`src/rtl/pwr_rst_pkg.sv`:
```
package pwr_rst_pkg;
  typedef enum logic [1:0] {
    ST_HOLD = 2'd0,
    ST_PWRT = 2'd1,
    ST_OST  = 2'd2,
    ST_RUN  = 2'd3
  } seq_state_e;

  typedef enum logic [1:0] {
    CS_POR  = 2'd0,
    CS_BOD  = 2'd1,
    CS_EXT  = 2'd2,
    CS_WAKE = 2'd3
  } seq_cause_e;

  localparam int unsigned NUM_SLOW_MODES = 3;
endpackage

```
`src/rtl/bod_filter.sv`:
```
module bod_filter #(
  parameter int unsigned FILT = 4
) (
  input  logic clk_i,
  input  logic rst_ni,
  input  logic en_i,
  input  logic low_i,
  output logic det_o
);
  localparam int unsigned W = $clog2(FILT + 1);
  localparam logic [W-1:0] LIM = W'(FILT);

  logic [W-1:0] cnt_q;

  always_ff @(posedge clk_i or negedge rst_ni) begin
    if (!rst_ni)                cnt_q <= '0;
    else if (!en_i || !low_i)   cnt_q <= '0;
    else if (cnt_q != LIM)      cnt_q <= cnt_q + 1'b1;
  end

  // immediate drop when comparator clears
  assign det_o = en_i && low_i && (cnt_q == LIM);
endmodule

```
`src/rtl/tick_counter.sv`:
```
module tick_counter #(
  parameter int unsigned LIMIT = 1024
) (
  input  logic clk_i,
  input  logic rst_ni,
  input  logic run_i,
  input  logic tick_i,
  output logic done_o
);
  localparam int unsigned W = $clog2(LIMIT + 1);
  localparam logic [W-1:0] LAST = W'(LIMIT - 1);

  logic [W-1:0] cnt_q;

  always_ff @(posedge clk_i or negedge rst_ni) begin
    if (!rst_ni)      cnt_q <= '0;
    else if (!run_i)  cnt_q <= '0;
    else if (tick_i)  cnt_q <= cnt_q + 1'b1;
  end

  assign done_o = run_i && tick_i && (cnt_q == LAST);
endmodule

```
`src/rtl/cause_flags.sv`:
```
module cause_flags (
  input  logic clk_i,
  input  logic rst_ni,
  input  logic set_por_i,
  input  logic set_bod_i,
  input  logic clr_i,
  output logic por_o,
  output logic bod_o
);
  always_ff @(posedge clk_i or negedge rst_ni) begin
    if (!rst_ni) begin
      por_o <= 1'b0;
      bod_o <= 1'b0;
    end else begin
      por_o <= set_por_i | (por_o & ~clr_i);
      bod_o <= set_bod_i | (bod_o & ~clr_i);
    end
  end
endmodule

```
`src/rtl/pwr_rst_seq.sv`:
```
module pwr_rst_seq
  import pwr_rst_pkg::*;
#(
  parameter int unsigned PWR_TICKS = 72,
  parameter int unsigned OST_TICKS = 1024,
  parameter int unsigned BOD_FILT  = 16
) (
  input  logic       clk_i,
  input  logic       rst_ni,
  input  logic       por_i,
  input  logic       bod_low_i,
  input  logic       ext_rst_i,
  input  logic       wake_i,
  input  logic       cfg_tmr_off_i,
  input  logic       cfg_bod_en_i,
  input  logic [2:0] osc_mode_i,
  input  logic       rc_tick_i,
  input  logic       osc_tick_i,
  input  logic       flag_clr_i,
  output logic       core_rst_o,
  output logic       por_flag_o,
  output logic       bod_flag_o
);
  seq_state_e state_q, state_d;
  seq_cause_e cause_q, cause_d;
  logic bod_det, pwr_done, ost_done;
  logic slow_mode, use_pwrt, need_ost;

  bod_filter #(.FILT(BOD_FILT)) i_bod_filter (
    .clk_i (clk_i),
    .rst_ni(rst_ni),
    .en_i  (cfg_bod_en_i),
    .low_i (bod_low_i),
    .det_o (bod_det)
  );

  tick_counter #(.LIMIT(PWR_TICKS)) i_pwr_cnt (
    .clk_i (clk_i),
    .rst_ni(rst_ni),
    .run_i (state_q == ST_PWRT),
    .tick_i(rc_tick_i),
    .done_o(pwr_done)
  );

  tick_counter #(.LIMIT(OST_TICKS)) i_ost_cnt (
    .clk_i (clk_i),
    .rst_ni(rst_ni),
    .run_i (state_q == ST_OST),
    .tick_i(osc_tick_i),
    .done_o(ost_done)
  );

  cause_flags i_flags (
    .clk_i    (clk_i),
    .rst_ni   (rst_ni),
    .set_por_i(por_i),
    .set_bod_i(bod_det),
    .clr_i    (flag_clr_i),
    .por_o    (por_flag_o),
    .bod_o    (bod_flag_o)
  );

  assign slow_mode = (osc_mode_i < 3'(NUM_SLOW_MODES));
  assign use_pwrt  = !cfg_tmr_off_i && (cause_q == CS_POR || cause_q == CS_BOD);
  assign need_ost  = slow_mode && (cause_q == CS_POR || cause_q == CS_WAKE);

  always_comb begin
    state_d = state_q;
    cause_d = cause_q;
    if (por_i) begin
      state_d = ST_HOLD;
      cause_d = CS_POR;
    end else if (bod_det) begin
      state_d = ST_HOLD;
      // a pending power-on cause keeps its start-up count
      if (!(state_q == ST_HOLD && cause_q == CS_POR)) cause_d = CS_BOD;
    end else if (ext_rst_i) begin
      state_d = ST_HOLD;
      if (state_q != ST_HOLD) cause_d = CS_EXT;
    end else begin
      unique case (state_q)
        ST_HOLD: begin
          if (use_pwrt)      state_d = ST_PWRT;
          else if (need_ost) state_d = ST_OST;
          else               state_d = ST_RUN;
        end
        ST_PWRT: if (pwr_done) state_d = need_ost ? ST_OST : ST_RUN;
        ST_OST:  if (ost_done) state_d = ST_RUN;
        ST_RUN: begin
          if (wake_i && slow_mode) begin
            state_d = ST_OST;
            cause_d = CS_WAKE;
          end
        end
        default: state_d = ST_HOLD;
      endcase
    end
  end

  always_ff @(posedge clk_i or negedge rst_ni) begin
    if (!rst_ni) begin
      state_q <= ST_HOLD;
      cause_q <= CS_POR;
    end else begin
      state_q <= state_d;
      cause_q <= cause_d;
    end
  end

  assign core_rst_o = (state_q != ST_RUN);
endmodule

```
`config.mk`:
```
export PLATFORM = sky130hd
export DESIGN_NAME = pwr_rst_seq
export DESIGN_NICKNAME = d
export VERILOG_FILES = /design/src/rtl/pwr_rst_pkg.sv /design/src/rtl/bod_filter.sv /design/src/rtl/tick_counter.sv /design/src/rtl/cause_flags.sv /design/src/rtl/pwr_rst_seq.sv
export SDC_FILE = /design/constraint.sdc
export NUM_CORES = 1
export LEC_CHECK = 0
export BUFFER_PORTS_ARGS = -buffer_cell sky130_fd_sc_hd__buf_4
export CAP_MARGIN = 40
export CORE_MARGIN = 5
export CORE_UTILIZATION = 55
export CTS_CLUSTER_DIAMETER = 60
export CTS_CLUSTER_SIZE = 40
export DETAILED_ROUTE_END_ITERATION = 12
export GPL_ROUTABILITY_DRIVEN = 0
export PLACE_DENSITY_LB_ADDON = 0.15
export REMOVE_ABC_BUFFERS = 1
export SYNTH_ARGS = -nofsm -noshare
export SYNTH_HDL_FRONTEND = slang
export SYNTH_SLANG_ARGS = --single-unit
```
`constraint.sdc`:
```
create_clock -name clk_i -period 3 [get_ports clk_i]
set_input_delay 0 -clock clk_i [delete_from_list [all_inputs] [get_ports clk_i]]
set_output_delay 0 -clock clk_i [all_outputs]
set_load 0.01 [all_outputs]
```
==> results of run 1 <==
[logic make-up after synthesis]
kind of cell / Yosys count / share of synthesized area (%)
fa+ha+maj: 6 / 5.03
simple gates: 61 / 21.1
flops: 29 / 48.7
compound gates: 21 / 9.48
mux: 3 / 2.01
xor+xnor: 17 / 9.98
buf+inv: 14 / 3.69
[state kept, by name (all words and copies together), names as in the netlist]
name                cells
cause_q                 2
i_bod_filter.cnt_q      5
i_flags.bod_o           1
i_flags.por_o           1
i_ost_cnt.cnt_q        11
i_pwr_cnt.cnt_q         7
state_q                 2
[worst min-delay path by stage]
stage / depth (start not counted) / startpoint / endpoint / slack, ps
detailed placement: 1 / rst_ni / i_bod_filter.cnt_q[4] / -50
global placement: 1 / rst_ni / i_bod_filter.cnt_q[4] / -60
floorplan: 0 / rst_ni / cause_q[0] / -300
global route: 3 / bod_low_i / state_q[1] / 10
finish: 3 / cfg_bod_en_i / state_q[1] / 40
CTS: 3 / bod_low_i / state_q[1] / 20
[metrics by stage]
step                      instances  total power [mW]  cell area (um^2)  worst slack, ps  util [%]
final                           207             0.730              1760             1050      69.2
after detailed placement        193             0.491              1640             1200      64.3
after CTS                       207             0.743              1760             1060      69.2
after floorplan                 146             0.453              1470              890         -
after global routing            207             0.773              1760              985      69.2
after global placement          193             0.487              1640             1310      64.3
[cells in the final DEF, fill, tap and decap left out, types with 4 or more instances in the layout]
master and instances:
nand4_1 7, o21ai_0 4, a21oi_1 5, nor2_1 21
nand3_1 6, buf_4 17, clkbuf_4 5, or3_1 4
ha_1 6, xor2_1 10, inv_1 9, nand2_1 8
nor3_1 4, dlygate4sd3_1 7, dfrtp_1 29, xnor2_1 7
[worst max-delay path, stage by stage, from the launching register on]
cell,delay (ps)
dfrtp_1,400
inv_1,100
ha_1,140
nor4bb_1,280
buf_4,200
nand3_2,120
o21ai_1,90
dlygate4sd3_1,560
[per-layer routing]
metal / track usage (%) / vias to the layer above / routed length [um] / part of all wire, %
met5: 0 / - / 0 / 0
met1: 22.1 / 535 / 1310 / 45
met2: 30.8 / 10 / 1440 / 50
li1: - / 579 / - / -
met3: 6.20 / 6 / 79 / 2.7
met4: 8.48 / 0 / 55 / 1.9
[power groups by stage]
stage	Sequential (mW)	Clock, mW	Combinational (mW)
floorplan	0.414	0	0.0381
finish	0.409	0.241	0.0796
CTS	0.409	0.253	0.0807
detailed placement	0.416	0	0.0742
global route	0.411	0.272	0.0896
global placement	0.416	0	0.0710
[final cells by class]
class	count	area, um^2
timing repair buffer	24	198
tap	30	37.5
sequential	29	726
fill	206	785
inverter	9	33.8
multi-input combinational	108	711
clock buffer	7	55.1
==> reports/qor.yml, run 1 <==
cts:
  cts_made_buffers: 5
  cts_resized: 0
  cts_tree: "built"
  cts_hold_buf: 7
  cts_buffer_depth: 2
  cts_setup_buffers: 0
  clkSinkCount: 29
  htreeDepth: 2
  clkTransAtPathRegs_ps: 90
  clock_latency_ps: 330
  cts-root-buf: "clkbuf_4"
sta:
  slew_headroom_pct: 73.2
  hold_slack_ps: 37.4
  setup_viol: 0
  finalMaxSlewViolations: 0
  fmax_ghz: 0.513
  tightest_slew_ps: 402
  min_period_over_period_pct: 65.0
  clock_skew_ps: 9.75
  rsz0062_at_grt: "false"
  hold_viol: 0
  setup_tns_ps: 0
  finalCriticalPeriod_ps: 1950
logic_synthesis:
  post_synth.cell_area_avg_um2: 9.88
  synth_cells: 151
  synthFlopType: "dfrtp_1"
  yosys.area.top_type: "dfrtp_1"
  ys_ff_latch: 29
  netlist_area_um2: 1490
  synthArstFlopShare_pct: 100
  yosysMostFrequentCell: "dfrtp_1"
  synth.top_cell.area_share_pct: 48.7
  synth_edf_count: 0
  yosys_warnings: 0
  ys_top_cells_by_count: "dfrtp_1 (29), nor2_1 (21), xor2_1 (10), inv_1 (9), nand2_1 (8)"
  synth_cell_types: 32
  ys_seq_area_share_pct: 48.7
  ys_top_cells_by_area: "dfrtp_1 (49%), xor2_1 (5.9%), nor2_1 (5.3%)"
critical_path:
  endpoint: "i_flags.bod_o"
  r2r_end: "i_flags.bod_o"
  critPathCaptureType: "flip-flop"
  timing.rr.start: "i_bod_filter.cnt_q[0]"
  critical_path_required_ps: 3270
  cp-startpoint: "i_bod_filter.cnt_q[0]"
  cp.arrival_ps: 2220
  reg2reg_depth: 7
  rrSetupSlack_ps: 1050
  path_max_fanout: 6
  critical_path_class: "reg -> reg"
  start_kind: "flip-flop"
run_status:
  status: "complete, no violations"
pwr:
  powerDensity_nw_per_um2: 415
  switching_share_pct: 25.1
  ir_drop_mv: 0.345
  p_leak_nw: 0.767
  p_comb_share_pct: 10.9
  switching_power_uw: 183
  seq_power_share_pct: 56.1
  internal_power_uw: 547
  clock_power_share_pct: 33.0
final_layout:
  drive_above_1_share_pct: 14.1
  num_antenna_cells: 0
  nets: 197
  area_growth_syn_to_layout_pct: 18.0
global_route:
  grt_pass1_vias: 1187
  overflow: 0
  grt_first_pass_wirelength_mm: 5.14
  grt_max_degree: 30
  grt_use_total_pct: 18.7
  grt_antenna_before_repair: 0
floorplan:
  die_h_um: 62.1
  die_area_um2: 3850
  die_w_um: 62.1
  io_pins: 17
  start_util_pct: 58.6
  row_count: 18
  coreArea_um2: 2540
detailed_routing:
  drt_wl_total_mm: 2.89
  drt-pass1-iter-count: 3
  drc: 0
  routedWlPerCell_um: 14.0
  routed_via_density: 5.46
  vias: 1130
  first_iter_violations: 52
  final_antenna_net_count: 0
min_path:
  hp-class: "in -> reg"
flow_run:
  max-cap-violations: 0
placed_design:
  portBuffers: 16
  place_hpwl_mm: 2.03
(Power assumes the default switching activity.)
==> run 2, diff against run 1 <==
--- a/config.mk
+++ b/config.mk
@@ -8,7 +8,7 @@
 export BUFFER_PORTS_ARGS = -buffer_cell sky130_fd_sc_hd__buf_4
 export CAP_MARGIN = 40
 export CORE_MARGIN = 5
-export CORE_UTILIZATION = 55
+export CORE_UTILIZATION = 51
 export CTS_CLUSTER_DIAMETER = 60
 export CTS_CLUSTER_SIZE = 40
 export DETAILED_ROUTE_END_ITERATION = 12
==> constraint.sdc (replaced) <==
create_clock -name clk_i -period 1.6 [get_ports clk_i]
set_input_delay 0 -clock clk_i [delete_from_list [all_inputs] [get_ports clk_i]]
set_output_delay 0 -clock clk_i [all_outputs]
set_load 0.01 [all_outputs]
==> run 2 against run 1 <==
- the flow now finishes with violations (negative setup slack)
- clock power up 86%
- die area rose by 6.5%
- utilization is 1.5 points lower
- global-route usage shrank 1.5 points
- maximum frequency grew 21%
- critical endpoint is now cause_q[1]
==> reports/qor.yml, run 2 (synthesized netlist as in run 1, its figures left out) <==
floorplan:
  die_area_um2: 4110  # +6.5%
  io_pins: 17  # unchanged
  row_count: 19  # +1
  coreArea_um2: 2780  # +9.3%
  start_util_pct: 53.6  # -5.0 points
  die_w_um: 64.1  # +3.2%
  die_h_um: 64.1  # +3.2%
detailed_routing:
  drc: 0  # unchanged
  routed_via_density: 5.47  # +0.16%
  drt_wl_total_mm: 3.01  # +4.2%
  routedWlPerCell_um: 13.8  # -1.0%
  first_iter_violations: 53  # +1.9%
  drt-pass1-iter-count: 5  # +2
  vias: 1192  # +5.5%
  final_antenna_net_count: 0  # unchanged
final_layout:
  num_antenna_cells: 0  # unchanged
  largest_reg_flops: 11  # unchanged
  layout_common_cells: "dfrtp_1 (29), buf_4 (28), nor2_1 (21)"
  reg_top3: "i_ost_cnt.cnt_q: 11 flops, i_pwr_cnt.cnt_q: 7 flops, i_bod_filter.cnt_q: 5 flops"
  final_area_um2: 1880  # +6.9%
  final_util_pct: 67.7  # -1.5 points
  layout.cells.non_filler: 218  # +5.3%
  area_growth_syn_to_layout_pct: 26.2
  nets: 207  # +5.1%
  drive_above_1_share_pct: 22.5  # +8.3 points
  final_common_cell: "dfrtp_1"
  top_register: "i_ost_cnt.cnt_q"
sta:
  rsz0062_at_grt: "true"
  hold_viol: 0  # unchanged
  layout_setup_ws_ps: -12.7  # -1060 ps
  clock_skew_ps: 5.40  # -4.35 ps
  fmax_ghz: 0.620  # +21%
  finalCriticalPeriod_ps: 1610  # -337 ps
  finalMaxSlewViolations: 0  # unchanged
  min_period_over_period_pct: 101  # +36 points
  tightest_slew_ps: 410  # +8.34 ps
  slew_headroom_pct: 72.6  # -0.56 points
  setup_viol: 1  # +1
  hold_slack_ps: 67.3  # +29.9 ps
critical_path:
  timing.rr.start: "i_bod_filter.cnt_q[0]"
  path_cells: "inv_2, ha_4, nor4bb_4, buf_4, nand3_2, a221oi_2, o221a_1"
  crit_family: "compound AO/OA/AOI/OAI gates"
  start_kind: "flip-flop"
  r2r_end: "cause_q[1]"
  worst-path-buf-inv: 2  # -1
  rrSetupSlack_ps: -10  # -1060 ps
  critPathCaptureType: "flip-flop"
  reg2reg_depth: 7  # unchanged
  cp_slowest_stage_delay_ps: 400  # -160 ps
  path_max_fanout: 3  # -3
  cp_slowest_cell: "dfrtp_1"
  critical_path_class: "reg -> reg"
  cp.arrival_ps: 1890  # -330 ps
  critical_path_required_ps: 1870  # -1400 ps
global_route:
  grt_use_total_pct: 17.2  # -1.5 points
  grt_pass1_vias: 1241  # +4.5%
  overflow: 0  # unchanged
  grt_max_degree: 30  # unchanged
  grt_antenna_before_repair: 0  # unchanged
  grt_first_pass_wirelength_mm: 5.38  # +4.7%
cts:
  clkTransAtPathRegs_ps: 90  # about the same
  cts_tree: "built"
  cts_buffer_depth: 2  # unchanged
  clkSinkCount: 29  # unchanged
  htreeDepth: 2  # unchanged
  clock_latency_ps: 330  # about the same
  cts_made_buffers: 5  # unchanged
  cts-root-buf: "clkbuf_4"
placed_design:
  post-place-cells: 204  # +5.7%
  portBuffers: 16  # unchanged
  place_hpwl_mm: 2.09  # +3.0%
  place_ws_ps: -177  # -1370 ps
  placedInstanceArea_um2: 1710  # +4.7%
pwr:
  seq_power_share_pct: 55.1  # -1.0 points
  internal_power_mw: 1.04  # +90%
  switching_power_uw: 346  # +89%
  switching_share_pct: 25.0  # -0.085 points
  powerDensity_nw_per_um2: 736  # +77%
  ir_drop_mv: 0.692  # +100%
  p_comb_share_pct: 12.5  # +1.6 points
  clock_power_share_pct: 32.4  # -0.6 points
  p_leak_nw: 0.820  # +7.0%
min_path:
  min_path_cells: 4  # +1
  hp-class: "in -> reg"
  min_from: "cfg_tmr_off_i"
  holdPathEnd: "state_q[1]"
run_status:
  status: "finished, violations left"
  violations: "negative setup slack"
flow_run:
  max-cap-violations: 0  # unchanged
[run 2: cell types whose count changed in the layout (fill, tap and decap cells not counted)]
cell           change
or3_1              -1
nor4bb_1           -1
ha_1               -1
dlygate4sd3_1      -1
or3_4              +1
a31oi_1            -1
inv_1              -2
ha_4               +1
a31oi_4            +1
nor4bb_4           +1
buf_4             +11
inv_2              +2
[run 2: worst max-delay path by stage]
stage                                from          to  slack, ps  cells after the start
detailed placement  i_bod_filter.cnt_q[0]  cause_q[1]       -180                      7
floorplan           i_bod_filter.cnt_q[0]  cause_q[1]       -510                      6
global route        i_bod_filter.cnt_q[1]  cause_q[1]        -90                      7
global placement    i_bod_filter.cnt_q[0]  cause_q[1]       -110                      7
finish              i_bod_filter.cnt_q[0]  cause_q[1]        -10                      7
CTS                 i_bod_filter.cnt_q[1]  cause_q[1]         -7                      7
[run 2: final cells by class]
cell class	count	area, um^2
fill	226	900
sequential	29	726
multi-input combinational	108	758
inverter	9	33.8
tap	31	38.8
timing repair buffer	34	270
clock buffer	7	55.1
[run 2: per-stage QoR]
stage          power, mW  setup TNS [ps]
2_1_floorplan      0.848           -1940
3_5_place_dp       0.930            -290
3_3_place_gp       0.924            -148
5_1_grt             1.47            -241
4_1_cts             1.42           -7.39
6_report            1.38           -12.7
[run 2: timing repair]
item / 4_1_cts / 5_1_grt
pin swaps: 5 / 3
hold buffers: 6 / 0
buffers inserted: 1 / 0
resized for setup: 8 / 1
setup endpoints to repair: 3 / 4
endpoints found under the hold margin: 37 / 0
[run 2: power by group through the flow]
stage / Clock, mW / Combinational (mW) / Sequential, mW
2_1_floorplan: 0 / 0.0714 / 0.777
3_3_place_gp: 0 / 0.149 / 0.775
3_5_place_dp: 0 / 0.154 / 0.777
4_1_cts: 0.479 / 0.175 / 0.763
5_1_grt: 0.513 / 0.195 / 0.766
6_report: 0.449 / 0.173 / 0.763
[run 2: worst reg2reg max path, stage by stage, from the launching register on]
cell      delay [ps]
dfrtp_1          400
inv_2             80
ha_4             110
nor4bb_4         190
buf_4            180
nand3_2           90
a221oi_2         280
o221a_1          220
[run 2: metal layers]
metal,part of all wire [%],vias up,GRT usage (%)
met1,43,566,19.1
li1,-,596,-
met3,5.0,8,6.65
met2,49,22,27.8
met4,3.4,0,10.1
met5,0,-,0
